## src/rtl/cgd_pkg.sv

```systemverilog
`timescale 1ns/1ps
package cgd_pkg;
    typedef enum logic [1:0] {
        SRC_XTAL = 2'b00,
        SRC_RC   = 2'b01,
        SRC_WDOG = 2'b10,
        SRC_EXT  = 2'b11
    } src_e;

    typedef enum logic [1:0] {
        ST_LATCH,
        ST_CYCLES,
        ST_USWAIT,
        ST_RUN
    } settle_e;
endpackage

```

## src/rtl/cgd_settle_fsm.sv

```systemverilog
`timescale 1ns/1ps
module cgd_settle_fsm
    import cgd_pkg::*;
#(
    parameter int XTAL_CYC   = 1024,
    parameter int DIRECT_CYC = 32,
    parameter int XTAL_US    = 60,
    parameter int RC_US      = 200,
    parameter int MARGIN_US  = 4
) (
    input  logic       clk,
    input  logic       rst_n,
    input  logic       us_tick,
    input  logic [1:0] src_sel,
    input  logic       wake_req,
    output logic       run
);
    localparam int CYC_MAX = (XTAL_CYC > DIRECT_CYC) ? XTAL_CYC : DIRECT_CYC;
    localparam int CW      = $clog2(CYC_MAX + 1);
    localparam int US_X    = XTAL_US + MARGIN_US;
    localparam int US_R    = RC_US + MARGIN_US;
    localparam int US_MAX  = (US_X > US_R) ? US_X : US_R;
    localparam int UW      = $clog2(US_MAX + 1);

    settle_e        st, nxt;
    src_e           src_q;
    logic [CW-1:0]  cyc_cnt, cyc_lim;
    logic [UW-1:0]  us_cnt, us_lim;

    // limits follow the source captured in the latch cycle
    always_comb begin
        cyc_lim = (src_q == SRC_XTAL) ? CW'(XTAL_CYC - 1) : CW'(DIRECT_CYC - 1);
        us_lim  = (src_q == SRC_XTAL) ? UW'(US_X - 1)     : UW'(US_R - 1);
    end

    always_comb begin
        nxt = st;
        unique case (st)
            ST_LATCH:  nxt = (src_e'(src_sel) == SRC_RC) ? ST_USWAIT : ST_CYCLES;
            ST_CYCLES: if (cyc_cnt == cyc_lim)
                           nxt = (src_q == SRC_XTAL) ? ST_USWAIT : ST_RUN;
            ST_USWAIT: if (us_tick && us_cnt == us_lim) nxt = ST_RUN;
            ST_RUN:    if (wake_req) nxt = ST_LATCH;
        endcase
    end

    // state register
    always_ff @(posedge clk or negedge rst_n) begin
        if (!rst_n) st <= ST_LATCH;
        else        st <= nxt;
    end

    // counters and captured source
    always_ff @(posedge clk or negedge rst_n) begin
        if (!rst_n) begin
            src_q   <= SRC_XTAL;
            cyc_cnt <= '0;
            us_cnt  <= '0;
        end else begin
            if (st == ST_LATCH) src_q <= src_e'(src_sel);
            if (st == ST_CYCLES && nxt == ST_CYCLES) cyc_cnt <= cyc_cnt + CW'(1);
            else                                     cyc_cnt <= '0;
            if (st == ST_USWAIT) begin
                if (us_tick) us_cnt <= (nxt == ST_USWAIT) ? us_cnt + UW'(1) : '0;
            end else begin
                us_cnt <= '0;
            end
        end
    end

    // outputs
    always_comb begin
        run = (st == ST_RUN);
    end


    src_hold_chk: assert property (@(posedge clk) disable iff (!rst_n)
        (st != ST_LATCH) |=> $stable(src_q));


    tick_exit_chk: assert property (@(posedge clk) disable iff (!rst_n)
        (st == ST_USWAIT && !us_tick) |=> (st != ST_RUN));


    wake_restart_chk: assert property (@(posedge clk) disable iff (!rst_n)
        (st == ST_RUN && wake_req) |=> (st == ST_LATCH));
endmodule

```

## src/rtl/cgd_even_div.sv

```systemverilog
`timescale 1ns/1ps
module cgd_even_div #(
    parameter int DIV_W = 8
) (
    input  logic             clk,
    input  logic             rst_n,
    input  logic             run,
    input  logic [DIV_W-1:0] div_val,
    output logic             cclk_en,
    output logic             pclk_en
);
    localparam int CNT_W = DIV_W + 1;

    logic [DIV_W-1:0] cur;
    logic [CNT_W-1:0] cnt, last;
    logic             ph, term;

    always_comb begin
        last = (cur == '0) ? '0 : ({cur, 1'b0} - CNT_W'(1));
        term = run && (cnt == last);
    end

    // ratio reloads only at terminal count or while stopped
    always_ff @(posedge clk or negedge rst_n) begin
        if (!rst_n) begin
            cnt <= '0;
            cur <= '0;
            ph  <= 1'b0;
        end else if (!run) begin
            cnt <= '0;
            cur <= div_val;
            ph  <= 1'b0;
        end else if (term) begin
            cnt <= '0;
            cur <= div_val;
            ph  <= ~ph;
        end else begin
            cnt <= cnt + CNT_W'(1);
        end
    end

    always_comb begin
        cclk_en = term;
        pclk_en = term && ph;
    end


    ratio_hold_chk: assert property (@(posedge clk) disable iff (!rst_n)
        (run && !term) |=> (!run || $stable(cur)));


    pclk_sub_chk: assert property (@(posedge clk) disable iff (!rst_n)
        pclk_en |-> cclk_en);
endmodule

```

## src/rtl/cgd_lp_flag.sv

```systemverilog
`timescale 1ns/1ps
module cgd_lp_flag (
    input  logic clk,
    input  logic rst_n,
    input  logic wr,
    input  logic wdata,
    output logic flag
);
    always_ff @(posedge clk or negedge rst_n) begin
        if (!rst_n)  flag <= 1'b0;
        else if (wr) flag <= wdata;
    end


    lp_hold_chk: assert property (@(posedge clk) disable iff (!rst_n)
        !wr |=> $stable(flag));
endmodule

```

## src/rtl/clk_settle_div.sv

```systemverilog
`timescale 1ns/1ps
module clk_settle_div #(
    parameter int XTAL_CYC   = 1024,
    parameter int DIRECT_CYC = 32,
    parameter int XTAL_US    = 60,
    parameter int RC_US      = 200,
    parameter int MARGIN_US  = 4,
    parameter int DIV_W      = 8
) (
    input  logic             clk,
    input  logic             rst_n,
    input  logic             us_tick,
    input  logic [1:0]       src_sel,
    input  logic             wake_req,
    input  logic [DIV_W-1:0] div_val,
    input  logic             lp_wr,
    input  logic             lp_wdata,
    output logic             cclk_en,
    output logic             pclk_en,
    output logic             core_ready,
    output logic             lowpwr
);
    logic run;

    cgd_settle_fsm #(
        .XTAL_CYC(XTAL_CYC), .DIRECT_CYC(DIRECT_CYC),
        .XTAL_US(XTAL_US), .RC_US(RC_US), .MARGIN_US(MARGIN_US)
    ) u_fsm (
        .clk(clk), .rst_n(rst_n), .us_tick(us_tick),
        .src_sel(src_sel), .wake_req(wake_req), .run(run)
    );

    cgd_even_div #(.DIV_W(DIV_W)) u_div (
        .clk(clk), .rst_n(rst_n), .run(run), .div_val(div_val),
        .cclk_en(cclk_en), .pclk_en(pclk_en)
    );

    cgd_lp_flag u_lp (
        .clk(clk), .rst_n(rst_n), .wr(lp_wr), .wdata(lp_wdata), .flag(lowpwr)
    );

    assign core_ready = run;


    gate_off_chk: assert property (@(posedge clk) disable iff (!rst_n)
        !core_ready |-> (!cclk_en && !pclk_en));
endmodule

```

## config.mk

```make
export PLATFORM = sky130hd
export DESIGN_NAME = clk_settle_div
export DESIGN_NICKNAME = d
export VERILOG_FILES = /design/src/rtl/cgd_pkg.sv /design/src/rtl/cgd_settle_fsm.sv /design/src/rtl/cgd_even_div.sv /design/src/rtl/cgd_lp_flag.sv /design/src/rtl/clk_settle_div.sv
export SDC_FILE = /design/constraint.sdc
export NUM_CORES = 1
export LEC_CHECK = 0
export BUFFER_PORTS_ARGS = -buffer_cell sky130_fd_sc_hd__buf_2
export CAP_MARGIN = 10
export CORE_MARGIN = 4
export CORE_UTILIZATION = 50
export CTS_CLUSTER_DIAMETER = 30
export DETAILED_ROUTE_END_ITERATION = 10
export PLACE_DENSITY_LB_ADDON = 0.15
export REMOVE_ABC_BUFFERS = 1
export SYNTH_ARGS = -nofsm -noshare
export SYNTH_HDL_FRONTEND = slang
export SYNTH_SLANG_ARGS = --single-unit
```

## constraint.sdc

```tcl
create_clock -name clk -period 4.1 [get_ports clk]
set_input_delay 0 -clock clk [delete_from_list [all_inputs] [get_ports clk]]
set_output_delay 0 -clock clk [all_outputs]
set_load 0.01 [all_outputs]
```

==> metrics.cfg, run 1 <==
[critical_path]
cp_cell_sequence = inv_1 -> ha_1 -> or3b_1 -> and2_1 -> or3_1 -> a2111oi_2 -> a31o_1 -> mux2_2
required_ns = 4.28
critPathSlowestCell = a31o_1
r2r_end = u_div.cur[4]
crit_family = compound AO/OA/AOI/OAI gates
critical_path_depth = 8
ff2ff_path_depth = 8
worst-path-buf-inv = 1
startpoint_type = flip-flop
path_max_fanout = 12
end_kind = flip-flop
rrSetupSlack_ns = 0.85
worstReg2RegStart = u_div.cur[0]
cp_slowest_stage_delay_ns = 0.56
arrival_ns = 3.43
criticalPathCategory = reg -> reg

[routing]
post_drt_wl_per_cell_um = 13.5
dr.pass1.iters = 5
final_antenna_net_count = 0
wl_mm = 4.51
dr_total_vias = 1851
drtIter0Drc = 100
viasPerCell = 5.54
drc = 0

[timing]
fmax_ghz = 0.307
finalMaxSlewViolations = 0
fin_crit_ns = 3.25
setup_viol = 0
worst_slew_pin_slew_ns = 0.910
rsz0062_at_grt = false
relSlewSlack_pct = 39.3
fin_worst_skew_ns = 0.00651
fin_crit_sh_pct = 79.3
hold_viol = 0
setup_tns_ns = 0

[synthesis]
synth-compound-area-share_pct = 13.1
async_reset_ff_share_pct = 100
syn_inst = 245
synthAdderAreaFrac_pct = 2.12
ys_seq_area_share_pct = 44.6
synth.most_common_cell = dfrtp_1
synth.area.top_cells = dfrtp_1 (45%), nor2_1 (5.4%), mux2_2 (4.8%)
synth_edf_count = 0
ys_ff_latch = 42
muxShareOfSynthArea_pct = 5.41
synth_simple_gate_area_share_pct = 24.4
avgSynthCellArea_um2 = 9.63
yosysWarnings = 0
synth_top_family_by_area = simple AND/OR/NAND/NOR gates
synth_common_cells = dfrtp_1 (42), nor2_1 (34), nand2_1 (17)
ys.flop_type = dfrtp_1
yosysTopAreaCell = dfrtp_1
synth_top_area_share_pct = 44.6
syn_area_um2 = 2360
yosysUniqueCellTypes = 51
synth_xor_area_share_pct = 7.06

[pwr]
p_int_mw = 0.804
pwr-share-clk_pct = 19.9
switching_share_pct = 36.2
pwr_density_cell_nw_per_um2 = 464
ir_drop_uv = 241
power_mw = 1.26
power.leakage_nw = 1.15
seqPwrFrac_pct = 46.2
switching_power_mw = 0.457
pwr-share-comb_pct = 33.9

[clock_tree]
cts_num_sinks = 42
path_clk_slew_ns = 0.08
clock_latency_ns = 0.29
numCtsBuffers = 5
root_buffer = clkbuf_8
htreeDepth = 2
cts_tree = built
clk_path_buf_depth = 2
cts_setup_buffers = 0

[global_routing]
grtUsageMet1_pct = 22.7
grt-ovfl-total = 0
grt_pass1_wl_mm = 8.01
grt_usage_pct = 16.5
use_met2_pct = 25.9
grt-busiest-layer = met2
grt_pass1_vias = 1776
grt_max_degree = 43
antenna_found_initial = 0
use_met3_pct = 3.86

[min_path]
hold_depth = 3
hold_path.startpoint = us_tick
min_delay_worst_endpoint = u_fsm.us_cnt[5]
hp-class = in -> reg

[finish]
diodes = 0
drive_gt1_share_pct = 16.3
fin_cells = 334
final_nets = 302
final_cell_area_um2 = 2720
register_area_um2 = 1050
utilization_pct = 60.7
area_delta_synth_final_pct = 15.2
multi_input_area_um2 = 1230
nFillCells = 398

[status]
status = complete, no violations

[placement]
dpl.hpwl_mm = 3.20
dp.cells = 312
globalplace.congestion = 0.789
place_area_um2 = 2490
portBuffers = 19

[floorplanning]
dieArea_um2 = 5880
chipHeight_um = 76.7
core_area_um2 = 4470
io_pins = 20
initial_core_util_pct = 52.7
rows = 24
fp.dieW_um = 76.7

[flow_run]
max_cap_viol_count = 0

[registers in the layout, summed over array words and instances (netlist names)]
name	count
u_fsm.st	2
u_div.ph	1
u_fsm.src_q	2
u_div.cnt	9
u_fsm.cyc_cnt	11
u_lp.flag	1
u_fsm.us_cnt	8
u_div.cur	8
[cell type report]
| type | instances | share of cell area, % |
|---|---|---|
| inverters | 11 | 1.52 |
| flip-flops and latches | 42 | 38.7 |
| repair buffers | 35 | 9.30 |
| multi-input cells | 187 | 45.2 |
| well taps | 52 | 2.39 |
| clock inverters | 1 | 0.276 |
| clock buffers | 6 | 2.67 |
[timing repair]
action | 4_1_cts | 5_1_grt
hold buffers | 15 | 0
endpoints found under the hold margin | 55 | 0
gates resized for setup | 0 | 0
[routing by layer]
layer  up-vias  part of all wire (%)  wire [um]
met2        21                    46       2060
met3         4                   3.3        147
met1       881                    50       2270
met5         -                     0          0
met4         0                  0.64         29
li1        945                     -          -
[power by group through the flow]
stage,Clock [mW],Sequential (mW),Combinational [mW]
floorplan,0,0.564,0.318
global placement,0,0.588,0.406
detailed placement,0,0.588,0.412
CTS,0.264,0.580,0.431
global route,0.283,0.593,0.483
finish,0.251,0.582,0.428
[through the flow]
step	setup WS, ns	hold slack [ns]
final	0.847	0.0346
after global routing	0.620	0.0746
after CTS	0.841	0.0243
after detailed placement	0.819	0.194
after global placement	0.940	0.189
after floorplan	1.09	-0.296
[kinds of logic after synthesis]
logic type                 count (synthesis)
DFF                                       42
and+or+nand+nor                          110
AOI/OAI and AO/OA                         43
adders and majority gates                  4
muxes                                     11
buffers and inverters                     16
xor gates and xnor gates                  19
[worst max path at each step]
stage	startpoint	end	slack, ns
3_5_place_dp	u_div.cur[0]	u_div.cur[6]	0.82
3_3_place_gp	u_div.cur[0]	u_div.cur[1]	0.94
2_1_floorplan	u_div.cur[0]	u_div.cur[0]	1.09
4_1_cts	u_div.cur[0]	u_div.cur[6]	0.84
5_1_grt	u_div.cur[0]	u_div.cur[6]	0.62
6_report	u_div.cur[0]	u_div.cur[4]	0.85
[worst register-to-register path, stage by stage (launching register included)]
cell	delay, ns
dfrtp_1	0.44
inv_1	0.10
ha_1	0.28
or3b_1	0.38
and2_1	0.17
or3_1	0.32
a2111oi_2	0.49
a31o_1	0.56
mux2_2	0.40
[cell usage in the layout, fill, tap and decap left out, types with 3 or more instances in the layout]
cell | netlist | final
nor3b_1 | 4 | 4
nor2_1 | 34 | 34
buf_2 | 0 | 19
xor2_1 | 11 | 11
ha_1 | 4 | 4
a211oi_1 | 3 | 3
or3_1 | 4 | 4
clkbuf_8 | 0 | 5
nand2b_1 | 6 | 6
mux2_2 | 10 | 10
a21o_1 | 4 | 4
o21ai_0 | 8 | 8
nand3b_1 | 3 | 3
nand2_1 | 17 | 17
dlygate4sd3_1 | 0 | 15
dfrtp_1 | 42 | 42
a21oi_1 | 8 | 8
nand3_1 | 13 | 13
inv_1 | 11 | 11
nor3_1 | 9 | 9
xnor2_1 | 8 | 8
nand4_1 | 4 | 4
Power figures use the tool's default switching activity.
==> run 2, diff against run 1 <==
==> constraint.sdc (replaced) <==
create_clock -name clk -period 2.95 [get_ports clk]
set_input_delay 0 -clock clk [delete_from_list [all_inputs] [get_ports clk]]
set_output_delay 0 -clock clk [all_outputs]
set_load 0.01 [all_outputs]
==> run 2 against run 1 <==
  * Critical path depth rose by 1
  * Via count is 2.0% higher
  * Sequential power grew 40%
  * Cell count grew 1.8%
  * Highest routed layer unchanged
  * Count of clock-buffer cells in the layout stayed put
  * Wire length rose by 1.4%
  * Register-to-register slack lost 0.61 ns
  * Power grew 51%
  * Combinational power increased by 52%
  * Setup slack got worse by 0.61 ns
  * Design area rose by 3.5%
==> metrics.cfg, run 2 (same netlist as run 1, synthesis figures left out) <==
[status]
status = complete, no violations

[pwr]
switching_share_pct = 35.1
ir_drop_uv = 323
switching_power_mw = 0.669
power_mw = 1.91
p_int_mw = 1.24
pwr-share-comb_pct = 34.1
pwr_density_cell_nw_per_um2 = 678
seqPwrFrac_pct = 42.6
power.leakage_nw = 1.19
pwr-share-clk_pct = 23.4

[timing]
hold_slack_ns = 0.0421
fin_crit_ns = 2.71
setup_viol = 0
fmax_ghz = 0.369
rsz0062_at_grt = false
fin_crit_sh_pct = 91.9
worst_slew_pin_slew_ns = 0.909
setup_ws_ns = 0.238
hold_viol = 0
finalMaxSlewViolations = 0
relSlewSlack_pct = 39.4
fin_worst_skew_ns = 0.00733

[global_routing]
grt_pass1_vias = 1806
grt-ovfl-total = 0
antenna_found_initial = 0
grt_pass1_wl_mm = 8.14
grt_max_degree = 43
grt_usage_pct = 16.5

[critical_path]
ff2ff_path_depth = 9
criticalPathCategory = reg -> reg
required_ns = 3.12
critPathSlowestCell = dfrtp_1
cp_slowest_stage_delay_ns = 0.43
crit_end = u_div.cur[2]
rrSetupSlack_ns = 0.24
worstReg2RegStart = u_div.cur[1]
cp-startpoint = u_div.cur[1]
arrival_ns = 2.89
end_kind = flip-flop
path_max_fanout = 12
startpoint_type = flip-flop
cp_cell_sequence = inv_1 -> ha_1 -> or3b_1 -> and2_1 -> or3_1 -> a2111oi_4 -> a31o_1 -> buf_4 -> mux2_2
r2r_end = u_div.cur[2]

[routing]
drc = 0
drtIter0Drc = 93
post_drt_wl_per_cell_um = 13.5
wl_mm = 4.57
viasPerCell = 5.55
dr_total_vias = 1888
dr.pass1.iters = 4
final_antenna_net_count = 0

[finish]
layout_commonest_cell = dfrtp_1
area_delta_synth_final_pct = 19.3
regMostFlops = u_fsm.cyc_cnt
largest_reg_flops = 11
reg_top3 = u_fsm.cyc_cnt x11, u_div.cnt x9
final_nets = 307
fin_cells = 340
diodes = 0
final_cell_area_um2 = 2810
drive_gt1_share_pct = 18.4
final_cell_mix = dfrtp_1 (42), nor2_1 (34), buf_2 (19), nand2_1 (17), dlygate4sd3_1 (15)

[clock_tree]
root_buffer = clkbuf_8
numCtsBuffers = 5
cts_num_sinks = 42
path_clk_slew_ns = 0.08
clk_path_buf_depth = 2
htreeDepth = 2
cts_setup_buffers = 0
clock_latency_ns = 0.29
cts_tree = built

[floorplanning]
core_area_um2 = 4470
dieArea_um2 = 5880
io_pins = 20
fp.dieW_um = 76.7
initial_core_util_pct = 52.7
chipHeight_um = 76.7
rows = 24

[placement]
dp.cells = 317
place_area_um2 = 2520
dpl.hpwl_mm = 3.25
globalplace.congestion = 0.783
portBuffers = 19
dp_slack_ns = 0.213

[flow_run]
max_cap_viol_count = 0

[min_path]
hp-class = in -> reg

==> run 2: cell count changes in the layout (fill, tap and decap cells not counted) <==
cell / before / now
nor4b_1: 2 / 1
a2111oi_2: 1 / 0
bufinv_16: 0 / 1
nor4b_4: 0 / 1
buf_4: 1 / 6
a2111oi_4: 0 / 1
==> run 2: per-stage QoR <==
stage | util, % | TNS [ns]
floorplan | - | -0.413
global placement | 56.4 | 0
detailed placement | 56.4 | 0
CTS | 62.2 | 0
global route | 62.9 | 0
finish | 62.9 | 0
==> run 2: routing by layer <==
metal | global-route usage [%] | share of wire [%] | up-vias
met4 | 3.99 | 0.42 | 0
li1 | - | - | 962
met3 | 3.40 | 3.3 | 2
met1 | 23.3 | 51 | 894
met5 | 0 | 0 | -
met2 | 26.0 | 45 | 30
==> run 2: worst min path at each step <==
stage / to / slack, ns / cells past startpoint / startpoint
floorplan: u_div.cnt[0] / -0.30 / 0 / rst_n
global placement: u_div.cur[5] / 0.19 / 1 / rst_n
detailed placement: u_div.cur[5] / 0.19 / 1 / rst_n
CTS: u_fsm.us_cnt[5] / 0.03 / 3 / us_tick
global route: u_fsm.us_cnt[5] / 0.05 / 3 / us_tick
finish: u_fsm.us_cnt[5] / 0.04 / 3 / us_tick
==> run 2: area by class of cell <==
cell class	instances	area [um^2]
fill	383	1660
multi-input combinational	187	1250
sequential	42	1050
timing repair buffer	40	290
clock buffer	6	72.6
tap	52	65.1
inverter	11	41.3
clock inverter	2	37.5
==> run 2: power groups by stage <==
stage	clock network (mW)	registers [mW]	logic, mW
after detailed placement	0	0.815	0.610
final	0.445	0.812	0.650
after global placement	0	0.813	0.601
after CTS	0.461	0.804	0.640
after floorplan	0	0.783	0.442
after global routing	0.490	0.831	0.730
==> run 2: critical path: cells and delay by family, from the launching register on <==
family	cells	cell delay [ns]
buffers and inverters	2	0.27
muxes	1	0.35
adders and majority gates	1	0.14
AOI/OAI and AO/OA	2	0.54
and+or+nand+nor	3	0.87
DFF	1	0.43
==> run 2: what timing repair did <==
item | CTS | global route
hold buffers | 15 | 0
endpoints found under the hold margin | 55 | 0
setup endpoints to repair | 0 | 4
resized for setup | 0 | 3
